**src/rtl/ir_tx_pkg.sv**
```systemverilog
package ir_tx_pkg;

    localparam int DUR_W    = 10;
    localparam int CAR_W    = 16;
    localparam int ENTRY_W  = 13;
    localparam int PUSH_BIT = 16;
    localparam int ST_EMPTY = 24;
    localparam int ST_OVF   = 25;
    localparam int ST_BUSY  = 26;
    localparam int CB_EN    = 0;
    localparam int CB_IDLE  = 2;
    localparam int CB_MTB_L = 12;
    localparam logic [CAR_W-1:0] CAR_RST_M1 = CAR_W'(12);

    typedef enum logic [1:0] {
        U_1US     = 2'd0,
        U_10US    = 2'd1,
        U_100US   = 2'd2,
        U_CARRIER = 2'd3
    } unit_sel_e;

    typedef enum logic [1:0] {
        M_CLK   = 2'd0,
        M_X3    = 2'd1,
        M_1US   = 2'd2,
        M_10US  = 2'd3
    } mod_sel_e;

    typedef enum logic [1:0] {
        A_CTRL    = 2'd0,
        A_CARRIER = 2'd1,
        A_ENTRY   = 2'd2,
        A_SPARE   = 2'd3
    } reg_addr_e;

    typedef struct packed {
        logic             mark;
        unit_sel_e        unit;
        logic [DUR_W-1:0] dur_m1;
    } entry_t;

    function automatic entry_t to_entry(logic [ENTRY_W-1:0] w);
        return entry_t'(w);
    endfunction

    function automatic logic [31:0] make_status(logic empty, logic ovf, logic busy);
        logic [31:0] s;
        s = '0;
        s[ST_EMPTY] = empty;
        s[ST_OVF]   = ovf;
        s[ST_BUSY]  = busy;
        return s;
    endfunction

endpackage

```
**src/rtl/ir_tx_fifo.sv**
```systemverilog
module ir_tx_fifo
    import ir_tx_pkg::*;
#(
    parameter int DEPTH = 64
) (
    input  logic   clk,
    input  logic   rst,
    input  logic   clr,
    input  logic   push,
    input  entry_t din,
    input  logic   pop,
    output entry_t head,
    output logic   empty,
    output logic   full
);
    localparam int AW = (DEPTH > 1) ? $clog2(DEPTH) : 1;
    localparam int CW = $clog2(DEPTH + 1);
    localparam logic [AW-1:0] LAST = AW'(DEPTH - 1);
    localparam logic [CW-1:0] FULLC = CW'(DEPTH);

    entry_t        mem [DEPTH];
    logic [AW-1:0] wp, rp;
    logic [CW-1:0] cnt;
    logic          do_push, do_pop;

    assign empty   = (cnt == '0);
    assign full    = (cnt == FULLC);
    assign do_push = push && !full;
    assign do_pop  = pop && !empty;
    assign head    = mem[rp];

    always_ff @(posedge clk) begin
        if (do_push) mem[wp] <= din;
    end

    always_ff @(posedge clk) begin
        if (rst || clr) begin
            wp  <= '0;
            rp  <= '0;
            cnt <= '0;
        end else begin
            if (do_push) wp <= (wp == LAST) ? '0 : wp + 1'b1;
            if (do_pop)  rp <= (rp == LAST) ? '0 : rp + 1'b1;
            if (do_push && !do_pop)      cnt <= cnt + 1'b1;
            else if (do_pop && !do_push) cnt <= cnt - 1'b1;
        end
    end
endmodule

```
**src/rtl/ir_tx_carrier.sv**
```systemverilog
module ir_tx_carrier
    import ir_tx_pkg::*;
(
    input  logic             clk,
    input  logic             rst,
    input  logic             restart,
    input  logic             mod_tick,
    input  logic [CAR_W-1:0] hi_m1,
    input  logic [CAR_W-1:0] lo_m1,
    output logic             car_hi,
    output logic             period_end
);
    logic [CAR_W-1:0] cnt;

    assign period_end = mod_tick && !car_hi && (cnt == '0);

    always_ff @(posedge clk) begin
        if (rst) begin
            car_hi <= 1'b1;
            cnt    <= '0;
        end else if (restart) begin
            car_hi <= 1'b1;
            cnt    <= hi_m1;
        end else if (mod_tick) begin
            if (cnt == '0) begin
                car_hi <= !car_hi;
                cnt    <= car_hi ? lo_m1 : hi_m1;
            end else begin
                cnt <= cnt - 1'b1;
            end
        end
    end
endmodule

```
**src/rtl/ir_tx_seq.sv**
```systemverilog
module ir_tx_seq
    import ir_tx_pkg::*;
(
    input  logic   clk,
    input  logic   rst,
    input  logic   clr,
    input  logic   en,
    input  logic   q_empty,
    input  entry_t q_head,
    input  logic   t1,
    input  logic   t10,
    input  logic   t100,
    input  logic   period_end,
    output logic   load,
    output logic   busy,
    output logic   cur_mark
);
    logic [DUR_W-1:0] cnt;
    unit_sel_e        unit;
    logic             unit_tick, done;

    always_comb begin
        unique case (unit)
            U_1US:     unit_tick = t1;
            U_10US:    unit_tick = t10;
            U_100US:   unit_tick = t100;
            default:   unit_tick = period_end;
        endcase
    end

    assign done = busy && unit_tick && (cnt == '0);
    assign load = en && !q_empty && (!busy || done);

    always_ff @(posedge clk) begin
        if (rst || clr) begin
            busy     <= 1'b0;
            cnt      <= '0;
            unit     <= U_1US;
            cur_mark <= 1'b0;
        end else if (!en) begin
            busy <= 1'b0;
        end else if (load) begin
            busy     <= 1'b1;
            cnt      <= q_head.dur_m1;
            unit     <= q_head.unit;
            cur_mark <= q_head.mark;
        end else if (done) begin
            busy <= 1'b0;
        end else if (busy && unit_tick) begin
            cnt <= cnt - 1'b1;
        end
    end
endmodule

```
**src/rtl/ir_tx_top.sv**
```systemverilog
module ir_tx_top
    import ir_tx_pkg::*;
#(
    parameter int DEPTH = 64
) (
    input  logic        clk,
    input  logic        rst,
    input  logic        soft_rst,
    input  logic        tick_x3,
    input  logic        tick_1us,
    input  logic        tick_10us,
    input  logic        tick_100us,
    input  logic        wr_en,
    input  logic [1:0]  wr_addr,
    input  logic [31:0] wr_data,
    output logic        ir_out,
    output logic [31:0] status
);
    logic             ctrl_en, ctrl_idle;
    mod_sel_e         ctrl_mtb;
    logic [CAR_W-1:0] car_hi_m1, car_lo_m1;
    logic             ovf;
    logic             push_req, push_drop;
    logic             q_empty, q_full, load, busy, cur_mark;
    logic             car_hi, period_end, mod_tick;
    entry_t           q_head;
    reg_addr_e        waddr;

    assign waddr     = reg_addr_e'(wr_addr);
    assign push_req  = wr_en && (waddr == A_ENTRY) && wr_data[PUSH_BIT];
    assign push_drop = push_req && q_full;

    always_ff @(posedge clk) begin
        if (rst) begin
            ctrl_en   <= 1'b0;
            ctrl_idle <= 1'b0;
            ctrl_mtb  <= M_CLK;
            car_hi_m1 <= CAR_RST_M1;
            car_lo_m1 <= CAR_RST_M1;
        end else if (wr_en) begin
            if (waddr == A_CTRL) begin
                ctrl_en   <= wr_data[CB_EN];
                ctrl_idle <= wr_data[CB_IDLE];
                ctrl_mtb  <= mod_sel_e'(wr_data[CB_MTB_L +: 2]);
            end
            if (waddr == A_CARRIER) begin
                car_hi_m1 <= wr_data[31:16];
                car_lo_m1 <= wr_data[15:0];
            end
        end
    end

    always_ff @(posedge clk) begin
        if (rst || soft_rst) ovf <= 1'b0;
        else if (push_drop)  ovf <= 1'b1;
    end

    always_comb begin
        unique case (ctrl_mtb)
            M_CLK:   mod_tick = 1'b1;
            M_X3:    mod_tick = tick_x3;
            M_1US:   mod_tick = tick_1us;
            default: mod_tick = tick_10us;
        endcase
    end

    ir_tx_fifo #(.DEPTH(DEPTH)) u_fifo (
        .clk(clk), .rst(rst), .clr(soft_rst),
        .push(push_req), .din(to_entry(wr_data[ENTRY_W-1:0])),
        .pop(load), .head(q_head), .empty(q_empty), .full(q_full)
    );

    ir_tx_seq u_seq (
        .clk(clk), .rst(rst), .clr(soft_rst), .en(ctrl_en),
        .q_empty(q_empty), .q_head(q_head),
        .t1(tick_1us), .t10(tick_10us), .t100(tick_100us),
        .period_end(period_end),
        .load(load), .busy(busy), .cur_mark(cur_mark)
    );

    ir_tx_carrier u_car (
        .clk(clk), .rst(rst), .restart(load), .mod_tick(mod_tick),
        .hi_m1(car_hi_m1), .lo_m1(car_lo_m1),
        .car_hi(car_hi), .period_end(period_end)
    );

    assign ir_out = ctrl_idle ^ (busy && cur_mark && car_hi);
    assign status = make_status(q_empty, ovf, busy);
endmodule

```
**config.mk**
```make
export PLATFORM = sky130hd
export DESIGN_NAME = ir_tx_top
export DESIGN_NICKNAME = d
export VERILOG_FILES = /design/src/rtl/ir_tx_pkg.sv /design/src/rtl/ir_tx_fifo.sv /design/src/rtl/ir_tx_carrier.sv /design/src/rtl/ir_tx_seq.sv /design/src/rtl/ir_tx_top.sv
export SDC_FILE = /design/constraint.sdc
export NUM_CORES = 1
export LEC_CHECK = 0
export BUFFER_PORTS_ARGS = -buffer_cell sky130_fd_sc_hd__buf_2
export CAP_MARGIN = 40
export CORE_MARGIN = 5
export CORE_UTILIZATION = 62
export CTS_CLUSTER_SIZE = 30
export DETAILED_ROUTE_END_ITERATION = 6
export GPL_TIMING_DRIVEN = 0
export HOLD_SLACK_MARGIN = 0.1
export PLACE_DENSITY = 0.79
export SYNTH_ARGS = -nofsm -noshare
export SYNTH_HDL_FRONTEND = slang
export SYNTH_SLANG_ARGS = --single-unit
```
**constraint.sdc**
```tcl
create_clock -name clk -period 5.55 [get_ports clk]
set_input_delay 0.2775 -clock clk [delete_from_list [all_inputs] [get_ports clk]]
set_output_delay 0.2775 -clock clk [all_outputs]
set_load 0.005 [all_outputs]
```
# --- Yosys cells after proc, flatten, opt, wreduce, memory -nomap -nowiden ---
# Memory sizes are Yosys's and may differ from the RTL's. A register that Yosys moved wholly into a read port is not among the register bits.
# Index checks and enable logic that the tools add are counted.
word_totals:
  reg_bits: 87
  ramBits: 832
  out_inout_bits: 33
  word_cells: 93
  n_memories: 1
memory_table:
  columns: ["name", "words", "word_bits", "rd", "rd_clocked_by_memory_dff", "write_ports", "line", "source"]
  rows:
  - ["u_fifo.mem", 64, 13, 1, 1, 1, "ir_tx_fifo.sv:21", "entry_t mem [DEPTH];"]
op_classes:
  add_sub_neg: 6
  eq_ne: 10
  mux: 19
  bitwise_logic: 2
  reduce_logical: 40
ops:
  columns: ["operator", "count"]
  rows:
  - ["two-way mux 16 bit", 4]
  - ["two-way mux 10 bit", 3]
  - ["two-way mux 6 bit", 4]
  - ["logical NOT 16 bit", 1]
  - ["subtractor 16 x 1 -> 16 bit, second input constant", 1]
  - ["logical AND 1 bit", 15]
  - ["two-way mux 7 bit", 2]
  - ["adder 6 x 1 -> 6 bit, second input constant", 2]
  - ["== test 6 bit, second input constant", 2]
  - ["logical NOT 10 bit", 1]
  - ["subtractor 10 x 1 -> 10 bit, second input constant", 1]
  - ["AND reduction 2 bit", 4]
  - ["nonzero test 2 bit", 4]
  - ["adder 7 x 1 -> 7 bit, second input constant", 1]
  - ["== test 7 bit, second input constant", 1]
  - ["logical NOT 7 bit", 1]
  - ["subtractor 7 x 1 -> 7 bit, second input constant", 1]
  - ["== test 2 x 1 -> 1 bit, second input constant", 3]
  - ["== test 2 bit, second input constant", 3]
  - ["logical NOT 1 bit", 6]
  - ["logical NOT 2 bit", 3]
  - ["one-hot mux 1 bit (3 select lines)", 2]
  - ["two-way mux 1 bit", 4]
  - ["OR reduction 2 bit", 2]
  - ["other kinds (5)", 6]

# --- Longest topological paths before layout ---
# Gate-level depths: netlist (run 1).
logic_depth:
  ltp_word: 13
  ltp_mapped: 19
  ltp_nobuf: 17

# --- Hierarchy ---
# From an unflattened synthesis (run 1), not the netlist that was laid out.
hier_totals:
  hier_cells: 2152
  hier_area_um2: 37742.4
modules_own_cells:
  columns: ["module", "instances", "cells_each", "area_each_um2", "seq_area_each_um2"]
  rows:
  - ["ir_tx_fifo", 1, 1668, 33515.9, 25484.4]
  - ["ir_tx_top", 1, 199, 1931.9, 740.7]
  - ["ir_tx_carrier", 1, 177, 1425.1, 340.3]
  - ["ir_tx_seq", 1, 108, 869.6, 280.3]

# --- Worst setup path before layout (run 1) ---
# No wires, ideal clock.
synth_timing:
  kind: "register to register"
  from: "register u_seq.cnt[0]"
  to: "register u_fifo.cnt[6]"
  setup_ns: 0.072
  arrival_time_ns: 3.813
  path_slack_ns: 1.665
  stages_incl_launch_ff: 19
  n_path_buf: 1
  synth_period_minus_slack_ns: 3.885
  path_cell_list: "dfxtp_1 > inv_1 > ha_1 > or4b_4 > or3_4 > a211oi_2 > and2_2 > inv_2 > clkbuf_1 > ha_1 > inv_1 > ha_1 > nor2b_1 > o21ai_0 > a21oi_1 > o21a_1 > or3_1 > a21oi_1 > mux2i_1"
synth_via:
  elab_chain_len: 8
  word_cells_on_any_way: 10
  cone_classes: "mux (1); reduce/logical (9)"
synth_rtl:
  columns: ["element", "line", "source"]
  rows:
  - ["from (decl)", "ir_tx_seq.sv:18", "logic [DUR_W-1:0] cnt;"]
  - ["from (signal assigned)", "ir_tx_seq.sv:44", "cnt <= q_head.dur_m1;"]
  - ["from (signal assigned)", "ir_tx_seq.sv:50", "cnt <= cnt - 1'b1;"]
  - ["logical NOT 10 bit *", "ir_tx_seq.sv:31", "assign done = busy && unit_tick && (cnt == '0);"]
  - ["logical AND 1 bit *", "ir_tx_seq.sv:31", null]
  - ["logical OR 1 bit *", "ir_tx_seq.sv:32", "assign load = en && !q_empty && (!busy || done);"]
  - ["logical AND 1 bit *", "ir_tx_seq.sv:32", null]
  - ["logical AND 1 bit *", "ir_tx_fifo.sv:29", "assign do_pop = pop && !empty;"]
  - ["logical NOT 1 bit", "ir_tx_fifo.sv:44", "if (do_push && !do_pop) cnt <= cnt + 1'b1;"]
  - ["logical AND 1 bit", "ir_tx_fifo.sv:44", null]
  - ["two-way mux 7 bit or nonzero test 2 bit (tied branches)", null, null]
  - ["to (signal assigned)", "ir_tx_fifo.sv:44", null]
  - ["to (signal assigned)", "ir_tx_fifo.sv:45", "else if (do_pop && !do_push) cnt <= cnt - 1'b1;"]
  - ["to (decl)", "ir_tx_fifo.sv:23", "logic [CW-1:0] cnt;"]
# Mark *: on every way between the ends. The rest lies on a longest branch, timed or not.
# A chain may end at the register's enable or synchronous reset.

# --- Final worst setup path (run 1) ---
layout_timing:
  from: "register u_car.cnt[0]"
  to: "register u_fifo.cnt[6]"
layout_via:
  elab_chain_len: 11
  word_cells_on_any_way: 13
  cone_classes: "mux (2); reduce/logical (11)"
layout_rtl:
  columns: ["element", "line", "source"]
  rows:
  - ["from (decl)", "ir_tx_carrier.sv:13", "logic [CAR_W-1:0] cnt;"]
  - ["from (signal assigned)", "ir_tx_carrier.sv:23", "cnt <= hi_m1;"]
  - ["from (signal assigned)", "ir_tx_carrier.sv:27", "cnt <= car_hi ? lo_m1 : hi_m1;"]
  - ["from (signal assigned)", "ir_tx_carrier.sv:29", "cnt <= cnt - 1'b1;"]
  - ["logical NOT 16 bit *", "ir_tx_carrier.sv:15", "assign period_end = mod_tick && !car_hi && (cnt == '0);"]
  - ["logical AND 1 bit *", "ir_tx_carrier.sv:15", null]
  - ["one-hot mux 1 bit (3 select lines) *", "ir_tx_seq.sv:23", "unique case (unit)"]
  - ["logical AND 1 bit * (2 in series)", "ir_tx_seq.sv:31", null]
  - ["logical OR 1 bit *", "ir_tx_seq.sv:32", null]
  - ["logical AND 1 bit *", "ir_tx_seq.sv:32", null]
  - ["logical AND 1 bit *", "ir_tx_fifo.sv:29", null]
  - ["logical NOT 1 bit", "ir_tx_fifo.sv:44", null]
  - ["logical AND 1 bit", "ir_tx_fifo.sv:44", null]
  - ["two-way mux 7 bit or nonzero test 2 bit (tied branches)", null, null]
# Marked as above.

==> impl_metrics.tcl, run 1 <==
set metrics [dict create \
    status "complete, no violations" \
    combPwrFrac_pct 5.3 \
    wl_um 108000 \
    synthArstFlopShare_pct 0 \
    io_pins 75 \
    finalSetupTns_ns 0 \
    p_per_area_mw_per_mm2 346 \
    avgSynthCellArea_um2 18.7 \
    worstReg2RegEnd "u_fifo.cnt[6]" \
    postCtsSetupBuffers 0 \
    nNetsFinal 2304 \
    intPower_w 0.0115 \
    post-synth-top-area-fraction_pct 68.0 \
    grt_max_degree 60 \
    clock-root-buffer "clkbuf_16" \
    critPathLaunchType "flip-flop" \
    place_congestion 1.02 \
    r2r_start "u_car.cnt[0]" \
    fill_cells 3390 \
    ys_seq_area_share_pct 73.1 \
    cp-startpoint "u_car.cnt[0]" \
    grt.overflow.total 0 \
    fin_crit_sh_pct 84.1 \
    drv_cap 0 \
    start_util_pct 62.5 \
    pwr-share-seq_pct 52.3 \
    m1WireLength_um 37100 \
    cts_sinks 925 \
    antenna_found_initial 4 \
    cts_tree "done" \
    synthCells 1964 \
    cts.path.max_buffers 3 \
    netSwitchingFraction_pct 21.9 \
    dp_hpwl_um 72100 \
    dr.pass1.iters 6 \
    whs_ns 0.128 \
    yosys_warnings 0 \
    tritoncts.num_buffers 91 \
    drive_gt1_share_pct 27.5 \
    grt_usage_pct 34.1 \
    die-area_mm2 0.0642 \
    worst_r2r_path_depth 19 \
    final_common_cell "edfxtp_1" \
    ctsHoldBuffers 28 \
    critPathCapture "u_fifo.cnt[6]" \
    avgViaCountPerCell 6.93 \
    final_cell_mix "edfxtp_1, mux4_2, nand2_1, nor2_1, dfxtp_1" \
    p_leak_nw 13.7 \
    rsz0062_at_grt "false" \
    rows 89 \
    critPathMaxFanout 10 \
    area_delta_synth_final_pct 16.2 \
    r2r_slack_ns 0.88 \
    core_area_mm2 0.0588 \
    switchingPower_w 0.00322 \
    synth_area_leaders "edfxtp_1, mux4_2, dfxtp_1" \
    critPathKind "reg2reg" \
    cts_resized 0 \
    hp-class "in2reg" \
    route.met3.wl_um 13900 \
    fp.dieW_um 253 \
    yosys.cell_types.count 68 \
    routed.top_layer "met5" \
    htree_levels 3 \
    grt_pass1_wl_um 154000 \
    clkLatencyLatePin_ns 0.67 \
    critPathArrivalTime_ns 5.25 \
    p_clk_share_pct 42.4 \
    die_h_um 253 \
    antenna_left 0 \
    synth-main-ff-cell "edfxtp_1" \
    irDropWorstVdd_v 0.000343 \
    hold_viol 0 \
    cp.required_ns 6.13 \
    finalSetupViolCount 0 \
    vias 21500 \
    wl_met2_um 51200 \
    wl_per_cell_um 34.9 \
    drc 0 \
    max_freq_mhz 214 \
    skew_ns 0.0313 \
    max_slew_margin_pct 29.3 \
    clk_pin_slew_ns 0.06 \
    netlist_area_mm2 0.0367 \
    fin_crit_ns 4.67 \
    endpoint_kind "flip-flop" \
    slew_violations 0 \
    ys_seq_elements 925 \
    yosysTopAreaCell "edfxtp_1" \
    worst_pin_slew_ns 1.06 \
    synth_edf_count 832 \
    port_buffers 45 \
    first_global_vias 21300 \
    dr.first_iter.drc_count 3323 \
]
flip-flops by register name (all words and copies together) (netlist names), named ones only:
| register | count |
|---|---|
| u_fifo.mem | 832 |
| car_hi_m1 | 16 |
| car_lo_m1 | 16 |
| u_car.cnt | 16 |
| u_seq.cnt | 10 |
| u_fifo.cnt | 7 |
| u_fifo.rp | 6 |
| u_fifo.wp | 6 |
| ctrl_mtb | 2 |
| u_seq.unit | 2 |
| ctrl_en | 1 |
| ctrl_idle | 1 |
| ovf | 1 |
| u_car.car_hi | 1 |
| u_seq.busy | 1 |
| u_seq.cur_mark | 1 |
routing by layer:
metal	track usage (%)	up-vias
met5	0	-
met4	14.9	4
met3	9.56	312
met2	53.4	1717
met1	46.0	11000
li1	-	8468
logic make-up after synthesis:
kind of cell,synth area share [%]
and+or+nand+nor,4.61
AOI/OAI and AO/OA,3.48
adders and majority gates,0.395
other,0.0102
buffers and inverters,2.16
xor gates and xnor gates,0.382
muxes,15.9
DFF,73.1
stage by stage:
step | std cells | area (um^2) | utilization [%] | power [W] | setup WS [ns]
after floorplan | 1992 | 36800 | - | 0.00832 | 1.67
final | 3099 | 42700 | 72.6 | 0.0147 | 0.884
after detailed placement | 2902 | 39400 | 67.0 | 0.00860 | 0.912
after CTS | 3097 | 42700 | 72.5 | 0.0147 | 0.920
after global routing | 3098 | 42700 | 72.6 | 0.0152 | 0.576
after global placement | 2810 | 38000 | 64.7 | 0.00855 | 1.02
worst max-delay path, stage by stage (launching register included):
cell	delay, ns
dfxtp_1	0.41
inv_1	0.06
ha_1	0.26
nor4b_1	0.18
and4_1	0.20
buf_2	0.17
a211o_1	0.29
and2_2	0.19
inv_2	0.13
clkbuf_1	0.50
ha_1	0.33
inv_1	0.13
ha_1	0.33
nor2b_1	0.15
o21ai_0	0.21
a21oi_1	0.13
o21a_1	0.19
or3_1	0.30
a21oi_1	0.25
mux2i_1	0.20
cell type report:
class                           instances  area, um^2  share of cell area [%]
Sequential cell                       925       26800                    62.9
Tap cell                              773         967                    2.27
Clock buffer                          114        2370                    5.56
Clock inverter                         53         626                    1.47
Antenna cell                            1        2.50                 0.00587
Multi-Input combinational cell        911        9290                    21.8
Timing Repair Buffer                  166        1770                    4.14
Inverter                               18        67.6                   0.158
Buffer                                138         726                    1.70
power groups by stage:
stage | clock, W | combinational [W] | sequential, W
5_1_grt | 0.00658 | 0.000858 | 0.00771
3_5_place_dp | 0 | 0.000745 | 0.00785
3_3_place_gp | 0 | 0.000697 | 0.00786
4_1_cts | 0.00627 | 0.000768 | 0.00771
6_report | 0.00626 | 0.000778 | 0.00771
2_1_floorplan | 0 | 0.000480 | 0.00784
how the worst min path moves through the flow:
stage	start	end	slack, ns	cells after the start
final	wr_en	car_lo_m1[15]	0.13	4
after global placement	car_lo_m1[12]	car_lo_m1[12]	0.44	2
after floorplan	wr_data[0]	u_fifo.mem[0][0]	0.38	0
after CTS	wr_data[11]	u_fifo.mem[41][11]	0.10	1
after detailed placement	car_lo_m1[8]	car_lo_m1[8]	0.45	2
after global routing	wr_data[11]	u_fifo.mem[41][11]	0.12	1
synthesized netlist by cell type (6+ instances only):
library cell    n
nor3_1         19
nand3_1        16
nor4_1          8
a211oi_1       26
ha_1           10
inv_1          16
a21oi_1        73
or3_1          11
o21ai_0        21
mux4_2        234
edfxtp_1      832
buf_2          33
xor2_1         11
a22oi_1        11
o22ai_1         6
nand3b_1       13
clkbuf_1       51
mux2i_1        48
buf_1          10
a221oi_1        7
buf_4          44
nor2_1        135
or4_1           6
mux2_2          7
nor2b_1        14
nand2_1       117
dfxtp_1        93
a31oi_1         9
Note: power is estimated with default switching activity, not from simulation.
==> run 2: changes to the inputs <==
--- a/config.mk
+++ b/config.mk
@@ -8,12 +8,12 @@
 export BUFFER_PORTS_ARGS = -buffer_cell sky130_fd_sc_hd__buf_2
 export CAP_MARGIN = 40
 export CORE_MARGIN = 5
-export CORE_UTILIZATION = 62
+export CORE_UTILIZATION = 56
 export CTS_CLUSTER_SIZE = 30
 export DETAILED_ROUTE_END_ITERATION = 6
 export GPL_TIMING_DRIVEN = 0
 export HOLD_SLACK_MARGIN = 0.1
-export PLACE_DENSITY = 0.79
+export PLACE_DENSITY = 0.75
 export SYNTH_ARGS = -nofsm -noshare
 export SYNTH_HDL_FRONTEND = slang
 export SYNTH_SLANG_ARGS = --single-unit
==> constraint.sdc (replaced) <==
create_clock -name clk -period 4.04 [get_ports clk]
set_input_delay 0.202 -clock clk [delete_from_list [all_inputs] [get_ports clk]]
set_output_delay 0.202 -clock clk [all_outputs]
set_load 0.005 [all_outputs]
==> run 2 against run 1 <==
  * Global-route usage down 3.7 points
  * Count of clock-buffer cells in the layout rose by 1
  * Register-to-register slack worse by 0.95 ns
  * Cell count up 2.9%
  * Die area grew 10%
  * Clock skew fell by 0.0013 ns
  * Cell area increased by 1.2%
  * Sequential power grew 37%
  * Core utilization shrank 5.8 points
  * The run now ends with negative setup slack left
  * Hold slack gained 0.0066 ns
  * Critical path depth fell by 1
==> impl_metrics.tcl, run 2 (same netlist as run 1, synthesis figures left out) <==
set metrics [dict create \
    clk_pin_slew_ns 0.06 \
    finalSetupViolCount 1 \
    drc 0 \
    cts.path.max_buffers 3 \
    slew_violations 0 \
    p_per_area_mw_per_mm2 475 \
    fill_cells 4238 \
    grt_max_degree 56 \
    vias 21200 \
    tritoncts.num_buffers 92 \
    die-area_mm2 0.0708 \
    critPathLaunchType "flip-flop" \
    critPathKind "reg2reg" \
    dp_hpwl_um 72700 \
    wl_per_cell_um 33.8 \
    rsz0062_at_grt "true" \
    avgViaCountPerCell 6.66 \
    fin_crit_ns 4.11 \
    grt_pass1_wl_um 152000 \
    switchingPower_w 0.00438 \
    largest_register "u_fifo.mem" \
    final_util_pct 66.7 \
    wl_um 108000 \
    clkLatencyLatePin_ns 0.67 \
    core_area_mm2 0.0647 \
    rows 93 \
    place_congestion 0.950 \
    worst_pin_slew_ns 0.987 \
    dr.pass1.iters 5 \
    drive_gt1_share_pct 28.3 \
    intPower_w 0.0161 \
    antenna_left 0 \
    netSwitchingFraction_pct 21.4 \
    nNetsFinal 2313 \
    min_from "wr_addr[0]" \
    irDropWorstVdd_v 0.000389 \
    dp_cells 2983 \
    grt_usage_pct 30.5 \
    fin_crit_sh_pct 102 \
    cts_sinks 925 \
    status "finished, violations left" \
    largest_reg_flops 832 \
    drv_cap 0 \
    holdPathStages 4 \
    whs_ns 0.134 \
    setup_ws_ns -0.0698 \
    critPathArrivalTime_ns 4.69 \
    die_h_um 266 \
    area_delta_synth_final_pct 17.5 \
    io_pins 75 \
    r2r_slack_ns -0.07 \
    port_buffers 45 \
    r2r_start "u_seq.cnt[0]" \
    grt.overflow.total 0 \
    skew_ns 0.0301 \
    antenna_found_initial 2 \
    cts_tree "done" \
    clock-root-buffer "clkbuf_16" \
    max_freq_mhz 243 \
    critPathMaxFanout 10 \
    p_clk_share_pct 43.1 \
    cp.required_ns 4.62 \
    start_util_pct 56.8 \
    cp-startpoint "u_seq.cnt[0]" \
    worst_r2r_path_depth 18 \
    place_ws_ns -0.743 \
    final_cells 3188 \
    postCtsSetupBuffers 0 \
    fp.dieW_um 266 \
    hp-class "in2reg" \
    first_global_vias 20800 \
    final_cell_mix "edfxtp_1, mux4_2, nand2_1, clkbuf_16, dfxtp_1" \
    hold_viol 0 \
    pwr-share-seq_pct 51.7 \
    dr.first_iter.drc_count 3353 \
    htree_levels 3 \
    max_slew_margin_pct 34.2 \
    combPwrFrac_pct 5.3 \
    p_leak_nw 13.9 \
    violations "negative setup slack" \
    final_common_cell "edfxtp_1" \
    endpoint_kind "flip-flop" \
]
==> run 2: cell count changes in the layout (fill, tap and decap cells not counted), moves of 4 or more <==
cell | previous run | this run
buf_8 | 31 | 47
dlygate4sd3_1 | 28 | 36
buf_6 | 40 | 19
clkinv_1 | 10 | 15
clkbuf_1 | 72 | 68
nor2_1 | 97 | 86
clkinv_2 | 19 | 12
nor2_2 | 38 | 49
buf_4 | 51 | 58
buf_2 | 78 | 73
==> run 2: stage by stage <==
step	cell area [um^2]	setup TNS (ns)	power [W]
after floorplan	36800	0	0.0114
after global placement	38100	-2.49	0.0118
after detailed placement	39600	-2.01	0.0118
after CTS	43100	0	0.0205
after global routing	43200	-0.213	0.0211
final	43200	-0.0698	0.0205
==> run 2: final timing paths <==
kind	end
setup / recovery	u_fifo.cnt[6]
hold / removal	ovf
setup reg to reg	u_fifo.cnt[6]
hold reg to reg	car_lo_m1[7]
==> run 2: repair_timing <==
item                                    CTS  global route
endpoints found under the setup margin    9            11
pin swaps                                 1             0
resized for setup                        15             8
hold endpoints to repair                246             0
hold buffers                             36             0
==> run 2: critical path, cell delays in order, from the launching register on <==
cell	delay, ns
dfxtp_1	0.36
inv_1	0.09
ha_1	0.17
or4b_4	0.50
or3_4	0.39
a211oi_2	0.21
and2_2	0.18
inv_2	0.08
clkbuf_8	0.19
ha_4	0.19
inv_4	0.08
ha_1	0.26
nor2b_1	0.16
o21ai_1	0.16
a21oi_1	0.11
o21a_1	0.19
or3_1	0.33
a21oi_2	0.17
mux2i_1	0.20
==> run 2: final cells by class <==
class	count	area, um^2	area share (%)
well taps	855	1070	2.48
multi-input cells	911	9360	21.7
repair buffers	174	1950	4.52
flip-flops and latches	925	26800	62.2
clock inverters	51	679	1.57
clock buffers	115	2440	5.65
inverters	18	70.1	0.162
diodes	1	2.50	0.00580
plain buffers	138	751	1.74
==> run 2: routing by layer <==
metal  routed length [um]  GRT usage [%]  part of all wire [%]
met5                   13              0                 0.012
met4                 6330           14.2                   5.9
met3                12600           7.28                    12
met2                50100           47.0                    46
met1                38800           41.9                    36
==> run 2: power by group through the flow <==
stage / clock network, W / logic (W) / registers, W
2_1_floorplan: 0 / 0.000660 / 0.0108
3_3_place_gp: 0 / 0.000957 / 0.0108
3_5_place_dp: 0 / 0.00102 / 0.0108
4_1_cts: 0.00890 / 0.00106 / 0.0106
5_1_grt: 0.00933 / 0.00117 / 0.0106
6_report: 0.00884 / 0.00108 / 0.0106
